File: src/rtl/dd_pkg.sv
package dd_pkg;
  localparam int DD_AW = 32;
  localparam int DD_LW = 32;
  localparam int DD_CW = 8;

  typedef struct packed {
    logic [DD_AW-1:0] raddr;
    logic [DD_AW-1:0] waddr;
    logic [DD_LW-1:0] len;
    logic [DD_CW-1:0] ctl;
  } desc_t;

  localparam logic [1:0] CSR_STATUS = 2'd0;
  localparam logic [1:0] CSR_CTRL   = 2'd1;
  localparam logic [1:0] CSR_LEVEL  = 2'd2;

  localparam int ST_BUSY = 0;
  localparam int ST_EMPTY = 1;
  localparam int ST_FULL = 2;
  localparam int ST_IRQ = 3;
  localparam int ST_RST = 4;
  localparam int CT_IEN = 0;
  localparam int CT_SRST = 1;
  localparam int DC_IRQ = 0;

  function automatic logic [31:0] status_word(input logic busy, input logic empty,
                                              input logic full, input logic pend,
                                              input logic rst);
    logic [31:0] w;
    w = '0;
    w[ST_BUSY]  = busy;
    w[ST_EMPTY] = empty;
    w[ST_FULL]  = full;
    w[ST_IRQ]   = pend;
    w[ST_RST]   = rst;
    return w;
  endfunction
endpackage

File: src/rtl/dd_queue.sv
module dd_queue
  import dd_pkg::*;
#(
  parameter int DEPTH = 8,
  localparam int PW = (DEPTH > 1) ? $clog2(DEPTH) : 1,
  localparam int LW = $clog2(DEPTH + 1)
) (
  input  logic          clk,
  input  logic          rst_n,
  input  logic          srst,
  input  logic          push,
  input  desc_t         din,
  input  logic          pop,
  output desc_t         dout,
  output logic          empty,
  output logic          full,
  output logic [LW-1:0] level
);
  desc_t mem [DEPTH];
  logic [PW-1:0] wp, rp;

  function automatic logic [PW-1:0] ptr_inc(input logic [PW-1:0] p);
    return (p == PW'(DEPTH - 1)) ? '0 : p + 1'b1;
  endfunction

  assign empty = (level == '0);
  assign full  = (level == LW'(DEPTH));
  assign dout  = mem[rp];

  always_ff @(posedge clk) begin
    if (push) mem[wp] <= din;
  end

  always_ff @(posedge clk or negedge rst_n) begin
    if (!rst_n) begin
      wp <= '0; rp <= '0; level <= '0;
    end else if (srst) begin
      wp <= '0; rp <= '0; level <= '0;
    end else begin
      if (push) wp <= ptr_inc(wp);
      if (pop)  rp <= ptr_inc(rp);
      level <= level + LW'(push) - LW'(pop);
    end
  end


  no_overflow_chk: assert property (@(posedge clk) disable iff (!rst_n) push |-> !full);

  no_underflow_chk: assert property (@(posedge clk) disable iff (!rst_n) pop |-> !empty);
endmodule

File: src/rtl/dd_seq.sv
module dd_seq
  import dd_pkg::*;
(
  input  logic             clk,
  input  logic             rst_n,
  input  logic             srst,
  input  logic             q_empty,
  input  desc_t            q_head,
  output logic             q_pop,
  output logic             rcmd_valid,
  input  logic             rcmd_ready,
  output logic [DD_AW-1:0] rcmd_addr,
  output logic [DD_LW-1:0] rcmd_len,
  output logic             wcmd_valid,
  input  logic             wcmd_ready,
  output logic [DD_AW-1:0] wcmd_addr,
  output logic [DD_LW-1:0] wcmd_len,
  input  logic             rrsp_valid,
  input  logic             rrsp_err,
  input  logic             wrsp_valid,
  input  logic             wrsp_err,
  output logic             resp_valid,
  input  logic             resp_ready,
  output logic [DD_LW-1:0] resp_len,
  output logic [1:0]       resp_err,
  output logic             busy,
  output logic             done_evt,
  output logic             done_irq
);
  typedef enum logic [1:0] {S_IDLE, S_RUN, S_RESP} st_t;
  st_t   state;
  desc_t cur;
  logic  rc_ok, wc_ok, rr_ok, wr_ok, rr_e, wr_e;
  logic  unused_ctl;

  assign unused_ctl = ^cur.ctl;
  assign busy       = (state != S_IDLE);
  assign q_pop      = (state == S_IDLE) && !q_empty && !srst;
  assign rcmd_valid = (state == S_RUN) && !rc_ok;
  assign wcmd_valid = (state == S_RUN) && !wc_ok;
  assign rcmd_addr  = cur.raddr;
  assign wcmd_addr  = cur.waddr;
  assign rcmd_len   = cur.len;
  assign wcmd_len   = cur.len;
  assign resp_valid = (state == S_RESP);
  assign resp_len   = cur.len;
  assign resp_err   = {wr_e, rr_e};
  assign done_evt   = resp_valid && resp_ready;
  assign done_irq   = cur.ctl[DC_IRQ];

  always_ff @(posedge clk or negedge rst_n) begin
    if (!rst_n) begin
      state <= S_IDLE; cur <= '0;
      {rc_ok, wc_ok, rr_ok, wr_ok, rr_e, wr_e} <= '0;
    end else if (srst) begin
      state <= S_IDLE;
      {rc_ok, wc_ok, rr_ok, wr_ok, rr_e, wr_e} <= '0;
    end else begin
      case (state)
        S_IDLE: if (q_pop) begin
          cur <= q_head;
          {rc_ok, wc_ok, rr_ok, wr_ok, rr_e, wr_e} <= '0;
          state <= S_RUN;
        end
        S_RUN: begin
          if (rcmd_valid && rcmd_ready) rc_ok <= 1'b1;
          if (wcmd_valid && wcmd_ready) wc_ok <= 1'b1;
          if (rrsp_valid && !rr_ok) begin rr_ok <= 1'b1; rr_e <= rrsp_err; end
          if (wrsp_valid && !wr_ok) begin wr_ok <= 1'b1; wr_e <= wrsp_err; end
          if (rc_ok && wc_ok && rr_ok && wr_ok) state <= S_RESP;
        end
        S_RESP: if (resp_ready) state <= S_IDLE;
        default: state <= S_IDLE;
      endcase
    end
  end


  rcmd_hold_chk: assert property (@(posedge clk) disable iff (!rst_n || srst)
    rcmd_valid && !rcmd_ready |=> rcmd_valid && $stable(rcmd_addr) && $stable(rcmd_len));

  wcmd_hold_chk: assert property (@(posedge clk) disable iff (!rst_n || srst)
    wcmd_valid && !wcmd_ready |=> wcmd_valid && $stable(wcmd_addr) && $stable(wcmd_len));

  one_flight_chk: assert property (@(posedge clk) disable iff (!rst_n || srst)
    resp_valid && !resp_ready |=> !rcmd_valid && !wcmd_valid);
endmodule

File: src/rtl/dma_dispatch.sv
module dma_dispatch
  import dd_pkg::*;
#(
  parameter int DEPTH   = 8,
  parameter int RST_CYC = 4,
  localparam int LW  = $clog2(DEPTH + 1),
  localparam int RCW = $clog2(RST_CYC + 1)
) (
  input  logic             clk,
  input  logic             rst_n,
  input  logic [1:0]       csr_addr,
  input  logic             csr_wen,
  input  logic [31:0]      csr_wdata,
  output logic [31:0]      csr_rdata,
  input  logic             desc_valid,
  output logic             desc_ready,
  input  logic [DD_AW-1:0] desc_raddr,
  input  logic [DD_AW-1:0] desc_waddr,
  input  logic [DD_LW-1:0] desc_len,
  input  logic [DD_CW-1:0] desc_ctl,
  output logic             rcmd_valid,
  input  logic             rcmd_ready,
  output logic [DD_AW-1:0] rcmd_addr,
  output logic [DD_LW-1:0] rcmd_len,
  output logic             wcmd_valid,
  input  logic             wcmd_ready,
  output logic [DD_AW-1:0] wcmd_addr,
  output logic [DD_LW-1:0] wcmd_len,
  input  logic             rrsp_valid,
  input  logic             rrsp_err,
  input  logic             wrsp_valid,
  input  logic             wrsp_err,
  output logic             resp_valid,
  input  logic             resp_ready,
  output logic [DD_LW-1:0] resp_len,
  output logic [1:0]       resp_err,
  output logic             irq
);
  desc_t q_in, q_head;
  logic q_empty, q_full, q_pop, q_push;
  logic [LW-1:0] q_level;
  logic busy, done_evt, done_irq;
  logic ien, pend, resetting, srst_req, ack_req;
  logic [RCW-1:0] rst_cnt;
  logic unused_wdata;

  assign unused_wdata = ^csr_wdata[31:5];
  assign resetting = (rst_cnt != '0);
  assign srst_req  = csr_wen && (csr_addr == CSR_CTRL) && csr_wdata[CT_SRST];
  assign ack_req   = csr_wen && (csr_addr == CSR_STATUS) && csr_wdata[ST_IRQ];
  assign desc_ready = !q_full && !resetting;
  assign q_push    = desc_valid && desc_ready;
  assign q_in      = '{raddr: desc_raddr, waddr: desc_waddr, len: desc_len, ctl: desc_ctl};
  assign irq       = pend;

  dd_queue #(.DEPTH(DEPTH)) u_queue (
    .clk(clk), .rst_n(rst_n), .srst(resetting), .push(q_push), .din(q_in),
    .pop(q_pop), .dout(q_head), .empty(q_empty), .full(q_full), .level(q_level)
  );

  dd_seq u_seq (
    .clk(clk), .rst_n(rst_n), .srst(resetting), .q_empty(q_empty), .q_head(q_head),
    .q_pop(q_pop), .rcmd_valid(rcmd_valid), .rcmd_ready(rcmd_ready),
    .rcmd_addr(rcmd_addr), .rcmd_len(rcmd_len), .wcmd_valid(wcmd_valid),
    .wcmd_ready(wcmd_ready), .wcmd_addr(wcmd_addr), .wcmd_len(wcmd_len),
    .rrsp_valid(rrsp_valid), .rrsp_err(rrsp_err), .wrsp_valid(wrsp_valid),
    .wrsp_err(wrsp_err), .resp_valid(resp_valid), .resp_ready(resp_ready),
    .resp_len(resp_len), .resp_err(resp_err), .busy(busy), .done_evt(done_evt),
    .done_irq(done_irq)
  );

  always_ff @(posedge clk or negedge rst_n) begin
    if (!rst_n) begin
      ien <= 1'b0; pend <= 1'b0; rst_cnt <= '0;
    end else begin
      if (srst_req) rst_cnt <= RCW'(RST_CYC);
      else if (resetting) rst_cnt <= rst_cnt - 1'b1;
      if (resetting) begin
        ien <= 1'b0; pend <= 1'b0;
      end else begin
        if (csr_wen && csr_addr == CSR_CTRL) ien <= csr_wdata[CT_IEN];
        if (ack_req) pend <= 1'b0;
        if (done_evt && done_irq && ien) pend <= 1'b1;
      end
    end
  end

  always_comb begin
    case (csr_addr)
      CSR_STATUS: csr_rdata = status_word(busy, q_empty, q_full, pend, resetting);
      CSR_CTRL:   csr_rdata = {31'b0, ien};
      CSR_LEVEL:  csr_rdata = 32'(q_level);
      default:    csr_rdata = '0;
    endcase
  end


  irq_cause_chk: assert property (@(posedge clk) disable iff (!rst_n)
    $rose(irq) |-> $past(done_evt && ien));

  rst_start_chk: assert property (@(posedge clk) disable iff (!rst_n)
    $rose(resetting) |-> $past(srst_req));

  rst_quiet_chk: assert property (@(posedge clk) disable iff (!rst_n)
    resetting && $past(resetting) |-> !resp_valid && !rcmd_valid && !wcmd_valid && q_empty && !irq);
endmodule

File: config.mk
export PLATFORM = sky130hd
export DESIGN_NAME = dma_dispatch
export DESIGN_NICKNAME = d
export VERILOG_FILES = /design/src/rtl/dd_pkg.sv /design/src/rtl/dd_queue.sv /design/src/rtl/dd_seq.sv /design/src/rtl/dma_dispatch.sv
export SDC_FILE = /design/constraint.sdc
export NUM_CORES = 1
export LEC_CHECK = 0
export ABC_CLOCK_PERIOD_IN_PS = 19200
export BUFFER_PORTS_ARGS = -buffer_cell sky130_fd_sc_hd__buf_2
export CORE_UTILIZATION = 55
export DETAILED_ROUTE_END_ITERATION = 12
export PLACE_DENSITY = 0.74
export SKIP_LAST_GASP = 1
export SYNTH_ARGS = -nofsm -noshare
export SYNTH_HDL_FRONTEND = slang
export SYNTH_HIERARCHICAL = 1
export SYNTH_SLANG_ARGS = --single-unit
File: constraint.sdc
create_clock -name clk -period 19.2 [get_ports clk]
set_input_delay 0.96 -clock clk [delete_from_list [all_inputs] [get_ports clk]]
set_output_delay 0.96 -clock clk [all_outputs]
set_load 0.01 [all_outputs]
# Word level (Yosys, flattened, before mapping)
# Memory sizes are Yosys's and may differ from the RTL's. A register that Yosys moved wholly into a read port is not among the register bits.
# Cells that the tools add are included.
totals:
  mem_bits_rw: 832
  memories: 1
  ff_bits: 23
  input_bits: 149
op_classes:
  mux: 41
  reduce_logical: 45
  n_bitwise: 1
  n_addsub: 5
  eq_ne: 14
mem_list:
  columns: ["memory", "words", "width", "read_ports", "rd_clocked_by_memory_dff", "write_ports", "line", "source"]
  rows:
  - ["u_queue.mem", 8, 104, 1, 1, 1, "dd_queue.sv:19", "desc_t mem [DEPTH];"]
ops:
  columns: ["cell", "n"]
  rows:
  - ["$mux W3", 8]
  - ["$ne A3 B2 Y1 const B", 7]
  - ["$logic_and A1 B1 Y1", 20]
  - ["$mux W1", 20]
  - ["$reduce_and A3 Y1", 6]
  - ["$pmux W5 S3", 1]
  - ["$pmux W1 S2", 6]
  - ["$reduce_bool A2 Y1", 5]
  - ["$reduce_bool A3 Y1", 3]
  - ["$logic_not A1 Y1", 8]
  - ["$mux W2", 4]
  - ["$add A3 B1 Y3 const B", 2]
  - ["$eq A3 B3 Y1 const B", 2]
  - ["$pmux W2 S3", 1]
  - ["$add A4 B1 Y4", 1]
  - ["$eq A2 B1 Y1 const B", 2]
  - ["$eq A2 B2 Y1 const B", 2]
  - ["$eq A4 B4 Y1 const B", 1]
  - ["$logic_not A2 Y1", 2]
  - ["$logic_not A4 Y1", 1]
  - ["$mux W4", 1]
  - ["$sub A4 B1 Y4", 1]
  - ["$sub A3 B1 Y3 const B", 1]
  - ["$not A1 Y1", 1]

# Longest topological paths before layout
depth:
  depth_word: 7
  depth_mapped: 13
  mapped_depth_nobuf: 10

# Modules after synthesis
# Netlist, hierarchy kept.
modules_own_cells:
  columns: ["mod", "cells_each", "n_inst", "area_per_inst_um2", "seq_area_each_um2"]
  rows:
  - ["dd_queue", 1271, 1, 31835.5, 25234.2]
  - ["dd_seq", 322, 1, 4534.3, 2627.5]
  - ["dma_dispatch", 68, 1, 581.8, 125.1]

# Worst setup path before layout
# Ideal clock, no wire load.
synth_timing:
  kind: "register -> register"
  from: "register rst_cnt[0]"
  to: "memory u_queue/mem[0][0] (netlist bit) (enable)"
  required_ps: 18506
  path_stages_with_launch: 9
  arrival_time_ps: 8393
  setup_slack_ps: 10113
  period_less_slack_ps: 9087
  setup_ps: 694
  path_cell_list: "dfrtp_1 > inv_1 > ha_1 > nand2b_1 > buf_4 > nor2_2 > and2_1 > nand2b_1 > nor3_1"
synth_between:
  elab_chain_len: 6
synth_lines:
  columns: ["item", "line", "source"]
  rows:
  - ["from (decl)", "dma_dispatch.sv:44", "logic [RCW-1:0] rst_cnt;"]
  - ["from (signal assigned)", "dma_dispatch.sv:76", "if (srst_req) rst_cnt <= RCW'(RST_CYC);"]
  - ["from (signal assigned)", "dma_dispatch.sv:77", "else if (resetting) rst_cnt <= rst_cnt - 1'b1;"]
  - ["$reduce_bool A3 Y1", "dma_dispatch.sv:48", "assign resetting = (rst_cnt != '0);"]
  - ["net resetting", "dma_dispatch.sv:43", "logic ien, pend, resetting, srst_req, ack_req;"]
  - ["$logic_not A1 Y1", "dma_dispatch.sv:51", "assign desc_ready = !q_full && !resetting;"]
  - ["$logic_and A1 B1 Y1", "dma_dispatch.sv:51", null]
  - ["net desc_ready", "dma_dispatch.sv:16", "output logic desc_ready,"]
  - ["$logic_and A1 B1 Y1", "dma_dispatch.sv:52", "assign q_push = desc_valid && desc_ready;"]
  - ["net q_push", "dma_dispatch.sv:40", "logic q_empty, q_full, q_pop, q_push;"]
  - ["$mux W1", "dd_queue.sv:31", "if (push) mem[wp] <= din;"]
  - ["$mux W1 (not written as such)", "dd_queue.sv:31", null]
  - ["to (decl)", "dd_queue.sv:19", null]
# The timed path passes the listed nets, and every way through them passes these cells.

==> reports/qor.yml <==
timing:
  setup_viol: 0
  holdWs_ns: 0.353
  hold_viol: 0
  setup_slack_ns: 14.88
  tightest_slew_ns: 1.07
  min_period_ns: 4.32
  fin_tns_setup_ns: 0
  layout_worst_path_cycle_share_pct: 22.5
  fmax_mhz: 232
  rsz0062_at_grt: "no"
  maxSlewViolCount: 0
  fin_worst_skew_ns: 0.0170
  slew_headroom_pct: 29.0
cts:
  cts_buffer_depth: 3
  cts.htree.levels: 3
  path_clk_slew_ns: 0.06
  postCtsHoldBufs: 0
  post_cts_resized: 0
  post_cts_buffers: 0
  insertion_delay_ns: 0.64
  cts_root_buf: "clkbuf_16"
  cts_made_buffers: 89
  clock-sinks: 896
  cts_tree: "yes"
yosys:
  netlist_area_sq_um: 34900
  postSynthAreaPerCell_sq_um: 22.0
  yosysWarnings: 6
  synth_cells: 1584
setup_path:
  crit_path_start: "u_queue/rp[1]"
  critPathTopFamily: "buffers and inverters"
  r2r-start: "u_queue/rp[1]"
  endpoint_kind: "register"
  setup.worst_path.start_class: "register"
  crit_arrival_ns: 4.85
  critical_path_buf_inv_count: 2
  reg2reg_slack_ns: 14.88
  path_class: "reg -> reg"
  slowest_stage: "dfrtp_4"
  critPathMaxStageDelay_ns: 1.06
  r2r_end: "u_seq/wcmd_addr[21]"
  cp-endpoint: "u_seq/wcmd_addr[21]"
  crit_path_max_fanout: 52
  crit_path_cell_trace: "buf_4 > buf_4 > mux4_2 > mux2_2 > mux2_2"
  cp.required_ns: 19.73
  reg2regPathDepth: 5
  cp_num_cells: 5
detailed_routing:
  final_antenna_net_count: 0
  wl_microns: 67900
  dr.pass1.iters: 5
  drc: 0
  vias_per_cell: 5.79
  via_count: 16000
  drt_iter0_drc: 1008
  post_drt_wl_per_cell_microns: 24.6
floorplanning:
  core_region_area_sq_um: 62200
  die_height_microns: 254
  std_cell_rows: 91
  die_w_microns: 254
  die-area_sq_um: 64400
  initial_core_util_pct: 56.1
  num_io_pins: 348
pwr:
  total_power_mw: 4.56
  power_leakage_nw: 13.8
  ir_worst_vdd_mv: 0.0824
  cellPowerDensity_nw_per_um2: 115
min_path:
  hold_class: "in -> async"
flow_run:
  maxCapViolations: 0
placement:
  dp_cells: 2590
  detailedPlace.worstSlack_ns: 14.70
  portBuffers: 284
  globalplace.congestion: 0.715
  dp_hpwl_microns: 34700
finish:
  mostFrequentLayoutCells: "776 x edfxtp_1, 283 x buf_2, 194 x mux4_2"
  drive_gt1_share_pct: 43.2
  num-nets-final: 2006
  area_growth_pct: 13.2
  final_common_cell: "edfxtp_1"
  stdcell_count: 2763
global_route:
  grt_pass1_wl_microns: 102000
  grt_max_degree: 72
  antenna_found_initial: 14
  grt.overflow.total: 0
  grt_pass1_vias: 16900
  grt_util_all_layers_pct: 21.6
status:
  status: "completed"
## sequential cells by signal (all words and copies together) (netlist names), 2 cells and up
register / cells
u_seq/wcmd_addr: 32
u_seq/rcmd_len: 32
u_seq/rcmd_addr: 32
u_queue/wp: 3
u_queue/mem: 776
u_seq/state: 2
rst_cnt: 3
u_queue/rp: 3
u_queue/level: 4
## worst register-to-register path, cell delays in order (launching register included)
cell,delay (ns)
dfrtp_4,1.06
buf_4,0.92
buf_4,1.01
mux4_2,0.65
mux2_2,0.31
mux2_2,0.27
## metal layers
layer  vias to the layer above  wire, microns  part of all wire, %  track usage, %
met5                         -             96                 0.14               0
met4                        16           1160                  1.7            6.42
met3                       103           4390                  6.5            4.78
met2                       503          34600                   51            35.8
met1                      8518          27600                   41            29.1
li1                       6845              -                    -               -
## final cells by class
class                   count  area [sq um]
flip-flops and latches    896         26300
fillers                  4140         22700
multi-input cells         534          7540
clock buffers             129          2450
repair buffers            311          1630
well taps                 837          1050
clock inverters            38           432
inverters                  12          45.0
diodes                      6          15.0
## per-stage QoR
step	cell area (sq um)	utilization (%)
floorplan	35000	-
global placement	36600	58.8
detailed placement	36600	58.8
CTS	39500	63.5
global route	39500	63.5
finish	39500	63.5
## worst min path at each step
stage / slack (ns) / cells after the start / from / to
final: 0.35 / 1 / rst_n / u_seq/rcmd_len[7]
after floorplan: 0.48 / 1 / u_seq/done_irq / u_seq/done_irq
after detailed placement: 0.49 / 1 / u_seq/wcmd_addr[25] / u_seq/wcmd_addr[25]
after CTS: 0.38 / 1 / rst_n / u_seq/rcmd_len[7]
after global routing: 0.41 / 1 / rst_n / u_seq/rcmd_len[7]
after global placement: 0.49 / 1 / u_seq/rcmd_addr[4] / u_seq/rcmd_addr[4]
## power breakdown
group          switching (mW)  internal [mW]  total (mW)
clock                   0.720          0.976        1.70
combinational           0.280          0.242       0.521
sequential             0.0808           2.26        2.34
Note: power is estimated with default switching activity, not from simulation.
